==> src/rtl/vlcfg_pkg.sv <==
package vlcfg_pkg;
  typedef enum logic [1:0] {
    VL_SRC_KEEP = 2'd0,
    VL_SRC_RA   = 2'd1,
    VL_SRC_IMM  = 2'd2,
    VL_SRC_CNT  = 2'd3
  } vl_src_e;
endpackage

==> src/rtl/vlcfg_len_sel.sv <==
module vlcfg_len_sel
  import vlcfg_pkg::*;
#(
  parameter int XLEN  = 64,
  parameter int LEN_W = 7
) (
  input  logic             vs_i,
  input  logic             ra_nz_i,
  input  logic             rt_nz_i,
  input  logic [XLEN-1:0]  ra_val_i,
  input  logic [XLEN-1:0]  cnt_val_i,
  input  logic [LEN_W:0]   imm_p1_i,
  input  logic [LEN_W-1:0] kept_vl_i,
  output logic [LEN_W-1:0] vl_o
);
  localparam int NSRC = 3;
  localparam logic [XLEN-1:0] LEN_MAX = XLEN'((1 << LEN_W) - 1);

  vl_src_e          src;
  logic [XLEN-1:0]  raw [NSRC];
  logic [LEN_W-1:0] sat [NSRC];

  assign raw[0] = ra_val_i;
  assign raw[1] = {{(XLEN-LEN_W-1){1'b0}}, imm_p1_i};
  assign raw[2] = cnt_val_i;

  for (genvar g = 0; g < NSRC; g++) begin : g_sat
    assign sat[g] = (raw[g] > LEN_MAX) ? LEN_MAX[LEN_W-1:0] : raw[g][LEN_W-1:0];
  end

  always_comb begin
    if (!vs_i)        src = VL_SRC_KEEP;
    else if (ra_nz_i) src = VL_SRC_RA;
    else if (!rt_nz_i) src = VL_SRC_IMM;
    else              src = VL_SRC_CNT;
  end

  always_comb begin
    unique case (src)
      VL_SRC_RA:  vl_o = sat[0];
      VL_SRC_IMM: vl_o = sat[1];
      VL_SRC_CNT: vl_o = sat[2];
      default:    vl_o = kept_vl_i;
    endcase
  end
endmodule

==> src/rtl/vlcfg_cr_gen.sv <==
module vlcfg_cr_gen #(
  parameter int LEN_W = 7
) (
  input  logic             rc_i,
  input  logic             so_i,
  input  logic [LEN_W-1:0] res_i,
  output logic             cr_we_o,
  output logic [3:0]       cr_o
);
  logic is_zero;
  assign is_zero = (res_i == '0);
  assign cr_we_o = rc_i;
  assign cr_o    = {is_zero ? 3'b001 : 3'b010, so_i};
endmodule

==> src/rtl/vl_cfg_unit.sv <==
module vl_cfg_unit #(
  parameter int XLEN  = 64,
  parameter int LEN_W = 7,
  parameter int REG_W = 5
) (
  input  logic             clk_i,
  input  logic             rst_ni,
  input  logic             req_valid_i,
  output logic             req_ready_o,
  input  logic [REG_W-1:0] rt_idx_i,
  input  logic [REG_W-1:0] ra_idx_i,
  input  logic [LEN_W-1:0] imm_i,
  input  logic             vf_i,
  input  logic             vs_i,
  input  logic             ms_i,
  input  logic             rc_i,
  input  logic [XLEN-1:0]  ra_val_i,
  input  logic [XLEN-1:0]  cnt_val_i,
  input  logic [XLEN-1:0]  state_i,
  input  logic [LEN_W-1:0] step_i,
  input  logic             so_i,
  output logic             res_valid_o,
  input  logic             res_ready_i,
  output logic [XLEN-1:0]  state_o,
  output logic             gpr_we_o,
  output logic [REG_W-1:0] gpr_idx_o,
  output logic [XLEN-1:0]  gpr_data_o,
  output logic             cr_we_o,
  output logic [3:0]       cr_o
);
  // MSB-first field placement: state bit 0 is word bit XLEN-1
  localparam int MVL_HI = XLEN - 1;
  localparam int MVL_LO = XLEN - LEN_W;
  localparam int VL_HI  = MVL_LO - 1;
  localparam int VL_LO  = MVL_LO - LEN_W;
  localparam int VF_BIT = 0;
  localparam int PS_BIT = 1;

  logic             accept;
  logic             step_mode, mode_wr;
  logic [LEN_W:0]   imm_p1;
  logic [LEN_W-1:0] new_mvl, sel_vl, fin_vl, res_len;
  logic [XLEN-1:0]  state_nxt;
  logic [1:0]       low_nxt;
  logic             cr_we_nxt;
  logic [3:0]       cr_nxt;

  assign accept    = req_valid_i && req_ready_o;
  assign step_mode = vf_i && !vs_i && !ms_i;
  assign mode_wr   = vs_i || ms_i;
  assign imm_p1    = {1'b0, imm_i} + 1'b1;
  assign new_mvl   = ms_i ? imm_p1[LEN_W-1:0] : state_i[MVL_HI:MVL_LO];

  vlcfg_len_sel #(.XLEN(XLEN), .LEN_W(LEN_W)) u_len_sel (
    .vs_i      (vs_i),
    .ra_nz_i   (ra_idx_i != '0),
    .rt_nz_i   (rt_idx_i != '0),
    .ra_val_i  (ra_val_i),
    .cnt_val_i (cnt_val_i),
    .imm_p1_i  (imm_p1),
    .kept_vl_i (state_i[VL_HI:VL_LO]),
    .vl_o      (sel_vl)
  );

  assign fin_vl  = (sel_vl > new_mvl) ? new_mvl : sel_vl;
  assign res_len = step_mode ? step_i : fin_vl;

  always_comb begin
    low_nxt = state_i[1:0];
    if (mode_wr) begin
      low_nxt[VF_BIT] = vf_i;
      low_nxt[PS_BIT] = 1'b0;
    end
  end

  always_comb begin
    if (step_mode) state_nxt = state_i;
    else           state_nxt = {new_mvl, fin_vl, state_i[VL_LO-1:2], low_nxt};
  end

  vlcfg_cr_gen #(.LEN_W(LEN_W)) u_cr_gen (
    .rc_i    (rc_i),
    .so_i    (so_i),
    .res_i   (res_len),
    .cr_we_o (cr_we_nxt),
    .cr_o    (cr_nxt)
  );

  assign req_ready_o = !res_valid_o || res_ready_i;

  always_ff @(posedge clk_i or negedge rst_ni) begin
    if (!rst_ni) begin
      res_valid_o <= 1'b0;
      state_o     <= '0;
      gpr_we_o    <= 1'b0;
      gpr_idx_o   <= '0;
      gpr_data_o  <= '0;
      cr_we_o     <= 1'b0;
      cr_o        <= '0;
    end else if (accept) begin
      res_valid_o <= 1'b1;
      state_o     <= state_nxt;
      gpr_we_o    <= (rt_idx_i != '0);
      gpr_idx_o   <= rt_idx_i;
      gpr_data_o  <= {{(XLEN-LEN_W){1'b0}}, res_len};
      cr_we_o     <= cr_we_nxt;
      cr_o        <= cr_nxt;
    end else if (res_ready_i) begin
      res_valid_o <= 1'b0;
    end
  end
endmodule

==> config.mk <==
export PLATFORM = sky130hd
export DESIGN_NAME = vl_cfg_unit
export DESIGN_NICKNAME = d
export VERILOG_FILES = /design/src/rtl/vlcfg_pkg.sv /design/src/rtl/vlcfg_len_sel.sv /design/src/rtl/vlcfg_cr_gen.sv /design/src/rtl/vl_cfg_unit.sv
export SDC_FILE = /design/constraint.sdc
export NUM_CORES = 1
export LEC_CHECK = 0
export ABC_AREA = 1
export BUFFER_PORTS_ARGS = -buffer_cell sky130_fd_sc_hd__buf_2
export CAP_MARGIN = 20
export CORE_AREA = 2 2 143 145
export CTS_CLUSTER_DIAMETER = 200
export DETAILED_ROUTE_END_ITERATION = 16
export DIE_AREA = 0 0 145 147
export SYNTH_ARGS = -nofsm -noshare
export SYNTH_HDL_FRONTEND = slang
export SYNTH_SLANG_ARGS = --single-unit
export TNS_END_PERCENT = 50
==> constraint.sdc <==
create_clock -name clk_i -period 3.1 [get_ports clk_i]
set_input_delay 0.62 -clock clk_i [delete_from_list [all_inputs] [get_ports clk_i]]
set_output_delay 0.62 -clock clk_i [all_outputs]
set_load 0.03 [all_outputs]
==> summary.txt <==
synthesized area = 4900 sq um
via/cell ratio = 4.09
First DRT Iteration DRCs = 230
Post-DRT Antenna Nets = 0
hold_ws = 0.307 ns
post-synth top area share = 41.9%
Ports = 366
Initial Util = 24.7%
Vias = 5396
Largest delay share family, worst path = simple AND/OR/NAND/NOR gates
Final WS setup = -0.0137 ns
crit path buf inv count = 3
maximum clock skew at final layout = 0.00889 ns
H-tree depth = 3
ANT cells = 0
slowest stage cell, crit path = ha_1
Synth Warn # = 0
maxcap violations = 0
DIE HEIGHT = 147 microns
setup_tns = -0.0137 ns
CP Capture Type = register
status = complete, but fails checks
Area contributors post-synth = dfrtp_1, nand2_1, buf_4
max incr delay on CP = 0.30 ns
gr ovfl total = 0
post-route clock period utilization = 100%
Fmax = 321 MHz
Root Buffer = clkbuf_16
Leakage Power = 4.14 nW
sequential cell area fraction in the yosys report = 41.9%
Nets = 1276
Post-DP HPWL = 14.2 mm
most frequent cells in the layout = buf_2, nand2_1, dfrtp_1, nor2_1, conb_1
final core occ = 38.0%
Yosys cell types = 31
First-pass DRT Iterations = 5
clock-pin slew on the worst setup and hold paths = 0.07 ns
Sink Count = 82
worst path required time = 3.32 ns
Crit Path Max Fanout = 5
min-delay worst type = input port to async pin
CTS Buffer Depth = 2
Tot Pwr = 0.00385 W
WS Path Type = input port to register
Residual DRC = 0
All-Layer GR Usage = 16.1%
largest net degree at the start of global routing = 83
Routed WL = 17.6 mm
ratio of cells with drive above 1 in the final layout = 42.3%
per-cell routed wire length = 13.4 microns
Die W = 145 microns
routability cong. = 0.844
post-synth top area cell = dfrtp_1
synthesis-to-finish area growth = 53.8%
worst path cell trace = buf_2, or2_1, nor2_1, nand2_1, nor2_4, nand3_2, a21oi_2, nand3_1, ha_1, nand2_1, inv_1, nand3_2, inv_1, nand4_1, nand2_4, nand4_1, a21boi_2, nand2_1, nor2_2, nand2_1, nand2_1, nand2_1
violated checks = negative setup slack
maximum VDD drop = 228 uV
syn_area_per_cell = 7.10 sq um
Synth Register Bits = 82
initial antenna violation count = 1
pwr dens = 511 nW/um^2
Tmin final = 3.11 ns
latest clock arrival within the worst-skew pair = 0.33 ns
die area = 21300 sq um
CTS tree = yes
Rows = 52
Placement Setup Slack = -0.441 ns
max-slew violations = 0
core area = 19800 sq um
RSZ-0062 raised after global routing = true
Slew headroom = 61.8%
input/output buffers = 307
Synth Instances = 690
vias in the first global route = 5159
CTS Buf Count = 9
startpoint types = input port
first-pass GRT wire length = 27.3 mm
CP arrival = 3.34 ns
Worst-Margin Slew = 0.567 ns
final setup fails = 1
Critical Path Most Common Cell = nand2_1
final hold vios = 0
commonest non-fill, non-tap cell in the layout = buf_2
## final timing paths
path	start	to	slack, ns	cells past startpoint
min in group clk_i	state_i[5]	state_o[5]	0.47	3
worst max register to register	res_valid_o	state_o[55]	1.80	6
max in group asynchronous	rst_ni	gpr_data_o[4]	2.44	2
worst min register to register	state_o[2]	state_o[2]	0.47	2
worst max-delay path	cnt_val_i[53]	cr_o[2]	-0.01	22
worst min-delay path	rst_ni	state_o[29]	0.31	2
## through the flow
stage,instance area [sq um],cells
detailed placement,6850,1292
global placement,6850,1292
CTS,7200,1308
finish,7530,1318
floorplan,5120,747
global route,7530,1318
## synthesized netlist by cell type
library cell  instances
clkbuf_1             14
or2_1                 2
buf_6                 1
nor2_1               92
conb_1                1
buf_2                 1
buf_1                 3
and3_1                1
nand2_2               2
mux2i_1               1
dfrtp_1              82
xor2_1                3
nand4_1               8
o21ai_0              24
inv_1                40
ha_1                  8
nand3_1              16
nor2_2                2
nor2_4                4
a21oi_2               2
nor3_1                3
inv_2                 1
a21oi_1              18
nand3b_1              7
buf_4                58
a21boi_1              2
o21a_1                2
nand2_1             272
nor3_2                2
a31oi_1              12
o21ai_1               6
## kinds of logic after synthesis
family | Yosys count | synth area share (%)
flip-flops | 82 | 41.9
adder cells (fa/ha/maj) | 8 | 2.04
XOR/XNOR | 3 | 0.537
AND/OR/NAND/NOR | 411 | 34.2
AO/OA/AOI/OAI | 66 | 7.41
multiplexers | 1 | 0.204
buffers and inverters | 118 | 13.7
other | 1 | 0.0766
## flip-flops by register name (all words and copies together), names as in the netlist
name and count:
cr_o 3, cr_we_o 1, gpr_data_o 7, gpr_idx_o 5, gpr_we_o 1, res_valid_o 1
state_o 64
## power breakdown
part	switching (W)	leakage, nW	internal (W)	total, W
registers	0.0000808	0.990	0.00123	0.00131
logic	0.000896	2.99	0.000441	0.00134
clock network	0.000443	0.162	0.000754	0.00120
total	0.00142	4.14	0.00243	0.00385
## what timing repair did
item / 4_1_cts / 5_1_grt
gates cloned: 0 / 1
pin swaps: 0 / 48
hold endpoints to repair: 0 / 0
setup buffers: 0 / 9
gates resized for setup: 6 / 62
setup endpoints to repair: 2 / 14
hold buffers: 0 / 0
## final cells by class
class                           instances  area [sq um]
Timing Repair Buffer                  361          2030
Multi-Input combinational cell        548          2620
Tap cell                              270           338
Clock buffer                           11           253
Inverter                               41           154
Clock inverter                          5          85.1
Fill cell                            2117         12300
Sequential cell                        82          2050
## routing by layer
| metal | vias to the layer above | GRT usage (%) | part of all wire, % | wire length [microns] |
|---|---|---|---|---|
| met5 | - | 0 | 0.074 | 13 |
| li1 | 2754 | - | - | - |
| met2 | 211 | 26.1 | 47 | 8250 |
| met3 | 22 | 4.19 | 7.1 | 1250 |
| met1 | 2407 | 21.2 | 44 | 7770 |
| met4 | 2 | 4.70 | 2.1 | 364 |
No activity file was read; power rests on OpenSTA's default activity.
